===== src/rtl/gpa_pkg.sv =====
package gpa_pkg;

  // Width of an encoded channel number for a given channel count.
  function automatic int unsigned id_width(input int unsigned n);
    return (n > 1) ? $clog2(n) : 1;
  endfunction

  // Number of priority levels actually populated by n channels.
  function automatic int unsigned level_count(input int unsigned n,
                                              input int unsigned per_lvl,
                                              input int unsigned period);
    if (n >= period) return period / per_lvl;
    return ((n - 1) / per_lvl) + 1;
  endfunction

endpackage


===== src/rtl/gpa_level_mask.sv =====
module gpa_level_mask #(
  parameter int NUM_CH     = 32,
  parameter int CH_PER_LVL = 4,
  parameter int LVL_PERIOD = 16,
  parameter int NUM_LVL    = 4
) (
  input  logic [NUM_CH-1:0]               elig,
  output logic [NUM_LVL-1:0][NUM_CH-1:0]  lvl_req,
  output logic [NUM_LVL-1:0]              lvl_any
);

  // Each level keeps only the eligible channels that belong to it.
  for (genvar l = 0; l < NUM_LVL; l++) begin : g_lvl
    for (genvar c = 0; c < NUM_CH; c++) begin : g_ch
      if (((c % LVL_PERIOD) / CH_PER_LVL) == l) begin : g_member
        assign lvl_req[l][c] = elig[c];
      end else begin : g_other
        assign lvl_req[l][c] = 1'b0;
      end
    end
    assign lvl_any[l] = |lvl_req[l];
  end

endmodule


===== src/rtl/gpa_lowest_first.sv =====
module gpa_lowest_first #(
  parameter int W  = 32,
  parameter int IW = 5
) (
  input  logic [W-1:0]  vec,
  output logic [W-1:0]  onehot,
  output logic [IW-1:0] idx,
  output logic          found
);

  // Isolate the lowest set bit.
  assign onehot = vec & (~vec + W'(1));
  assign found  = |vec;

  always_comb begin
    idx = '0;
    for (int i = W - 1; i >= 0; i--) begin
      if (vec[i]) idx = IW'(i);
    end
  end

endmodule


===== src/rtl/gpa_grant_reg.sv =====
module gpa_grant_reg #(
  parameter int NUM_CH = 32,
  parameter int ID_W   = 5
) (
  input  logic              clk,
  input  logic              rst_n,
  input  logic              pick_found,
  input  logic [NUM_CH-1:0] pick_onehot,
  input  logic [ID_W-1:0]   pick_id,
  input  logic              gnt_ready,
  output logic              gnt_valid,
  output logic [NUM_CH-1:0] gnt_onehot,
  output logic [ID_W-1:0]   gnt_id
);

  logic free;
  assign free = !gnt_valid || gnt_ready;

  always_ff @(posedge clk) begin
    if (!rst_n) begin
      gnt_valid  <= 1'b0;
      gnt_onehot <= '0;
      gnt_id     <= '0;
    end else if (free) begin
      gnt_valid  <= pick_found;
      gnt_onehot <= pick_found ? pick_onehot : '0;
      gnt_id     <= pick_found ? pick_id : '0;
    end
  end


  gnt_onehot_chk: assert property (@(posedge clk) disable iff (!rst_n)
    $onehot0(gnt_onehot) && ((gnt_onehot != '0) == gnt_valid));


  gnt_id_match_chk: assert property (@(posedge clk) disable iff (!rst_n)
    gnt_valid |-> gnt_onehot[gnt_id]);


  gnt_hold_chk: assert property (@(posedge clk) disable iff (!rst_n)
    (gnt_valid && !gnt_ready) |=> (gnt_valid && $stable(gnt_id) && $stable(gnt_onehot)));


  gnt_idle_chk: assert property (@(posedge clk) disable iff (!rst_n)
    (free && !pick_found) |=> !gnt_valid);


  gnt_take_chk: assert property (@(posedge clk) disable iff (!rst_n)
    (free && pick_found) |=> gnt_valid);

endmodule


===== src/rtl/gpa_irq_summary.sv =====
module gpa_irq_summary #(
  parameter int NUM_CH = 32
) (
  input  logic              clk,
  input  logic              rst_n,
  input  logic [NUM_CH-1:0] irq_set,
  input  logic [NUM_CH-1:0] irq_clr,
  output logic [NUM_CH-1:0] irq_pending
);

  always_ff @(posedge clk) begin
    if (!rst_n) irq_pending <= '0;
    else        irq_pending <= (irq_pending & ~irq_clr) | irq_set;
  end


  irq_set_chk: assert property (@(posedge clk) disable iff (!rst_n)
    (irq_set != '0) |=> ((irq_pending & $past(irq_set)) == $past(irq_set)));


  irq_clr_chk: assert property (@(posedge clk) disable iff (!rst_n)
    ((irq_clr & ~irq_set) != '0) |=> ((irq_pending & $past(irq_clr & ~irq_set)) == '0));

endmodule


===== src/rtl/grp_prio_arb.sv =====
module grp_prio_arb #(
  parameter int NUM_CH     = 32,
  parameter int CH_PER_LVL = 4,
  parameter int LVL_PERIOD = 16,
  parameter int ID_W       = gpa_pkg::id_width(NUM_CH)
) (
  input  logic              clk,
  input  logic              rst_n,
  input  logic [NUM_CH-1:0] req,
  input  logic [NUM_CH-1:0] ch_en,
  input  logic              gnt_ready,
  output logic              gnt_valid,
  output logic [NUM_CH-1:0] gnt_onehot,
  output logic [ID_W-1:0]   gnt_id,
  input  logic [NUM_CH-1:0] irq_set,
  input  logic [NUM_CH-1:0] irq_clr,
  output logic [NUM_CH-1:0] irq_pending,
  output logic              irq_line
);

  localparam int NUM_LVL = gpa_pkg::level_count(NUM_CH, CH_PER_LVL, LVL_PERIOD);

  logic [NUM_CH-1:0]              elig;
  logic [NUM_LVL-1:0][NUM_CH-1:0] lvl_req;
  logic [NUM_LVL-1:0]             lvl_any;
  logic [NUM_CH-1:0]              sel_vec;
  logic [NUM_CH-1:0]              pick_onehot;
  logic [ID_W-1:0]                pick_id;
  logic                           pick_found;

  assign elig = req & ch_en;

  gpa_level_mask #(
    .NUM_CH(NUM_CH), .CH_PER_LVL(CH_PER_LVL),
    .LVL_PERIOD(LVL_PERIOD), .NUM_LVL(NUM_LVL)
  ) u_mask (
    .elig(elig), .lvl_req(lvl_req), .lvl_any(lvl_any)
  );

  // Most urgent populated level wins; lowest level number is most urgent.
  always_comb begin
    sel_vec = '0;
    for (int l = NUM_LVL - 1; l >= 0; l--) begin
      if (lvl_any[l]) sel_vec = lvl_req[l];
    end
  end

  gpa_lowest_first #(.W(NUM_CH), .IW(ID_W)) u_first (
    .vec(sel_vec), .onehot(pick_onehot), .idx(pick_id), .found(pick_found)
  );

  gpa_grant_reg #(.NUM_CH(NUM_CH), .ID_W(ID_W)) u_gnt (
    .clk(clk), .rst_n(rst_n),
    .pick_found(pick_found), .pick_onehot(pick_onehot), .pick_id(pick_id),
    .gnt_ready(gnt_ready),
    .gnt_valid(gnt_valid), .gnt_onehot(gnt_onehot), .gnt_id(gnt_id)
  );

  gpa_irq_summary #(.NUM_CH(NUM_CH)) u_irq (
    .clk(clk), .rst_n(rst_n),
    .irq_set(irq_set), .irq_clr(irq_clr), .irq_pending(irq_pending)
  );

  assign irq_line = |irq_pending;


  gnt_elig_chk: assert property (@(posedge clk) disable iff (!rst_n)
    ((!gnt_valid || gnt_ready) && (elig == '0)) |=> !gnt_valid);


  irq_line_chk: assert property (@(posedge clk) disable iff (!rst_n)
    (irq_set != '0) |=> irq_line);

endmodule


===== config.mk =====
export PLATFORM = sky130hd
export DESIGN_NAME = grp_prio_arb
export DESIGN_NICKNAME = d
export VERILOG_FILES = /design/src/rtl/gpa_pkg.sv /design/src/rtl/gpa_level_mask.sv /design/src/rtl/gpa_lowest_first.sv /design/src/rtl/gpa_grant_reg.sv /design/src/rtl/gpa_irq_summary.sv /design/src/rtl/grp_prio_arb.sv
export SDC_FILE = /design/constraint.sdc
export NUM_CORES = 1
export LEC_CHECK = 0
export ABC_CLOCK_PERIOD_IN_PS = 4150
export BUFFER_PORTS_ARGS = -buffer_cell sky130_fd_sc_hd__buf_4
export CAP_MARGIN = 20
export CORE_UTILIZATION = 47
export DETAILED_ROUTE_END_ITERATION = 10
export PLACE_DENSITY = 0.91
export SYNTH_ARGS = -nofsm -noshare
export SYNTH_HDL_FRONTEND = slang
export SYNTH_SLANG_ARGS = --single-unit

===== constraint.sdc =====
create_clock -name clk -period 4.15 [get_ports clk]
set_input_delay 0.83 -clock clk [delete_from_list [all_inputs] [get_ports clk]]
set_output_delay 0.83 -clock clk [all_outputs]
set_load 0.02 [all_outputs]

==> flow_summary.ini <==
[timing]
relSlewSlack = 0.383
worst_pin_slew_ns = 0.926
rsz0062_at_grt = false
fin_setup_tns_ns = 0
fin_crit_ns = 2.82
max_freq_ghz = 0.354
drv_slew = 0
hold_violations = 0
whs_ns = 0.454
finClkSkew_ns = 0.00548
setup_violations = 0
fin_ws_ns = 1.33
fin_crit_sh = 0.681

[placed_design]
place_area_um2 = 4980
dp_hpwl_mm = 9.53
numPortBuffers = 201
finalWeightedCongestion = 0.949
pre_cts_ws_ns = 1.10

[setup_path]
rr_endpoint = u_gnt.gnt_onehot[7]
worst_setup_path_start_kind = input port
ff2ff_setup_slack_ns = 2.29
path_class = in2reg
cp.required_ns = 4.43
ff2ff_path_depth = 5
r2r_start = u_gnt.gnt_valid
crit_fanout = 6
end_kind = flop
cp_data_arrival_time_ns = 3.10
crit_start = req[6]

[power_and_ir_drop]
comb_power_share = 0.215
internal_power_uw = 1170
ir_drop_mv = 0.210
totalPowerFinal_uw = 1640
switching_power_uw = 466
pwr-share-seq = 0.439
switching_share = 0.285
pwr-share-clk = 0.347
p_leak_uw = 0.00231
powerDensity_nw_per_um2 = 316

[clocking]
post-cts-setup-buffer-count = 0
cts_root_buf = clkbuf_8
cts_resized = 0
cts_tree = done
clk_pin_slew_ns = 0.07
cts_buffer_depth = 2
h-tree-depth = 3
worstSkewPairLatency_ns = 0.35
clock_sinks = 70
holdBufCountCts = 0
cts-buffers-inserted = 9

[synthesis]
syn-cell-area_um2 = 3370
synth_compound_area_frac = 0.311
synth_top_family_by_area = compound AO/OA/AOI/OAI gates
synth_mux_area_frac = 0
seq_area_frac_synth = 0.415
synth_top_flop_cell = dfxtp_1
synthAdderAreaFrac = 0
synth_seq_cells = 70
synth_edf_count = 0
synth_fp_nets = 511
synthArstFlopShare = 0
synthSimpleGateAreaFrac = 0.259
avgSynthCellArea_um2 = 8.88
synth_cell_type_count = 49
synth_cells = 380
yosysWarnings = 0
synth_xor_area_frac = 0

[floorplanning]
initial_core_util = 0.491
ios = 202
rows = 30
core_um2 = 6870
die-area_um2 = 7520
die_w_um = 86.7
die_h_um = 86.7

[grt]
grt_first_pass_wirelength_mm = 17.9
antenna_found_initial = 0
grt_use_total = 0.313
grt_pass1_vias = 3759
overflow = 0
grt_max_degree = 49

[worst_hold_path]
hold_class = reg2reg
min_from = u_gnt.gnt_onehot[30]
hold_path_depth = 2
whs_endpoint = u_gnt.gnt_onehot[30]

[status]
status = completed

[cells_and_area]
drive_above_1_share = 0.406
areaGrowthSynthToFinish_pct = 53.7
design_area_um2 = 5180
final_cell_mix = buf_4 (204), nand2_1 (71), dfxtp_1 (70)
final_nets = 715
final_common_cell = buf_4
diodes = 0

[route]
drt_iter0_markers = 326
wl_per_cell_um = 17.4
routed_wl_mm = 11.9
via_per_inst = 5.63
vias = 3854
drtAntennaViolNets = 0
drc = 0
first_pass_iters = 6

[run]
maxCapViolCount = 0
[stage by stage]
stage / instances / util
final: 685 / 0.755
after global routing: 685 / 0.755
after CTS: 685 / 0.755
after detailed placement: 669 / 0.726
after global placement: 669 / 0.726
after floorplan: 380 / -
[state kept, by name, summed over array words and instances (netlist names)]
name / cells
u_gnt.gnt_id: 5
u_gnt.gnt_onehot: 32
u_gnt.gnt_valid: 1
u_irq.irq_pending: 32
[layout make-up]
| cell class | count | area, um2 |
|---|---|---|
| Clock inverter | 4 | 55.1 |
| Inverter | 2 | 7.51 |
| Multi-Input combinational cell | 297 | 1920 |
| Fill cell | 507 | 1690 |
| Clock buffer | 12 | 145 |
| Tap cell | 96 | 120 |
| Sequential cell | 70 | 1400 |
| Timing Repair Buffer | 204 | 1530 |
[synth_stat cells, drive strengths merged, types with 3 or more instances]
library cell / n / area, um2
nor2b: 38 / 238
dfxtp: 70 / 1400
nor2: 10 / 37.5
o31ai: 5 / 37.5
o21a: 32 / 240
a31oi: 5 / 31.3
nand4: 13 / 81.3
o41ai: 3 / 48.8
o21ai: 19 / 98.9
nand2: 71 / 267
a22o: 7 / 70.1
a21boi: 6 / 45.1
clkbuf: 11 / 41.3
nor4: 10 / 62.6
a32o: 6 / 60.1
a32oi: 5 / 43.8
nand3: 8 / 40.0
and2: 3 / 18.8
a21oi: 16 / 87.6
a22oi: 12 / 143
nor3: 6 / 41.3
[power groups by stage]
stage / logic (uW) / clock network (uW) / registers, uW
floorplan: 126 / 0 / 761
global placement: 340 / 0 / 731
detailed placement: 346 / 0 / 733
CTS: 348 / 564 / 717
global route: 375 / 597 / 720
finish: 352 / 567 / 718
[worst max-delay path by stage]
stage,end,slack [ns],cells past startpoint
after detailed placement,u_gnt.gnt_id[0],1.10,8
after global placement,u_gnt.gnt_id[0],1.08,8
after global routing,u_gnt.gnt_id[0],1.28,8
after CTS,u_gnt.gnt_id[0],1.43,8
after floorplan,u_gnt.gnt_id[0],1.59,7
final,u_gnt.gnt_id[0],1.33,8
[layer usage]
| metal | GRT usage | vias up | share of wire |
|---|---|---|---|
| met2 | 0.553 | 190 | 0.51 |
| met1 | 0.374 | 1806 | 0.39 |
| met4 | 0.102 | 0 | 0.022 |
| met3 | 0.0743 | 28 | 0.080 |
| li1 | - | 1830 | - |
| met5 | 0 | - | 0 |
[worst max-delay path, stage by stage]
cell,delay [ns]
buf_4,0.11
a22oi_1,0.36
nand4_1,0.36
or3_4,0.54
a2111oi_4,0.32
o221ai_1,0.19
a31oi_1,0.21
a32o_1,0.17
[cells by family after synthesis]
kind of cell           count (synthesis)
buffers and inverters                 13
AO/OA/AOI/OAI                        130
AND/OR/NAND/NOR                      167
flip-flops                            70
(Power assumes the default switching activity.)
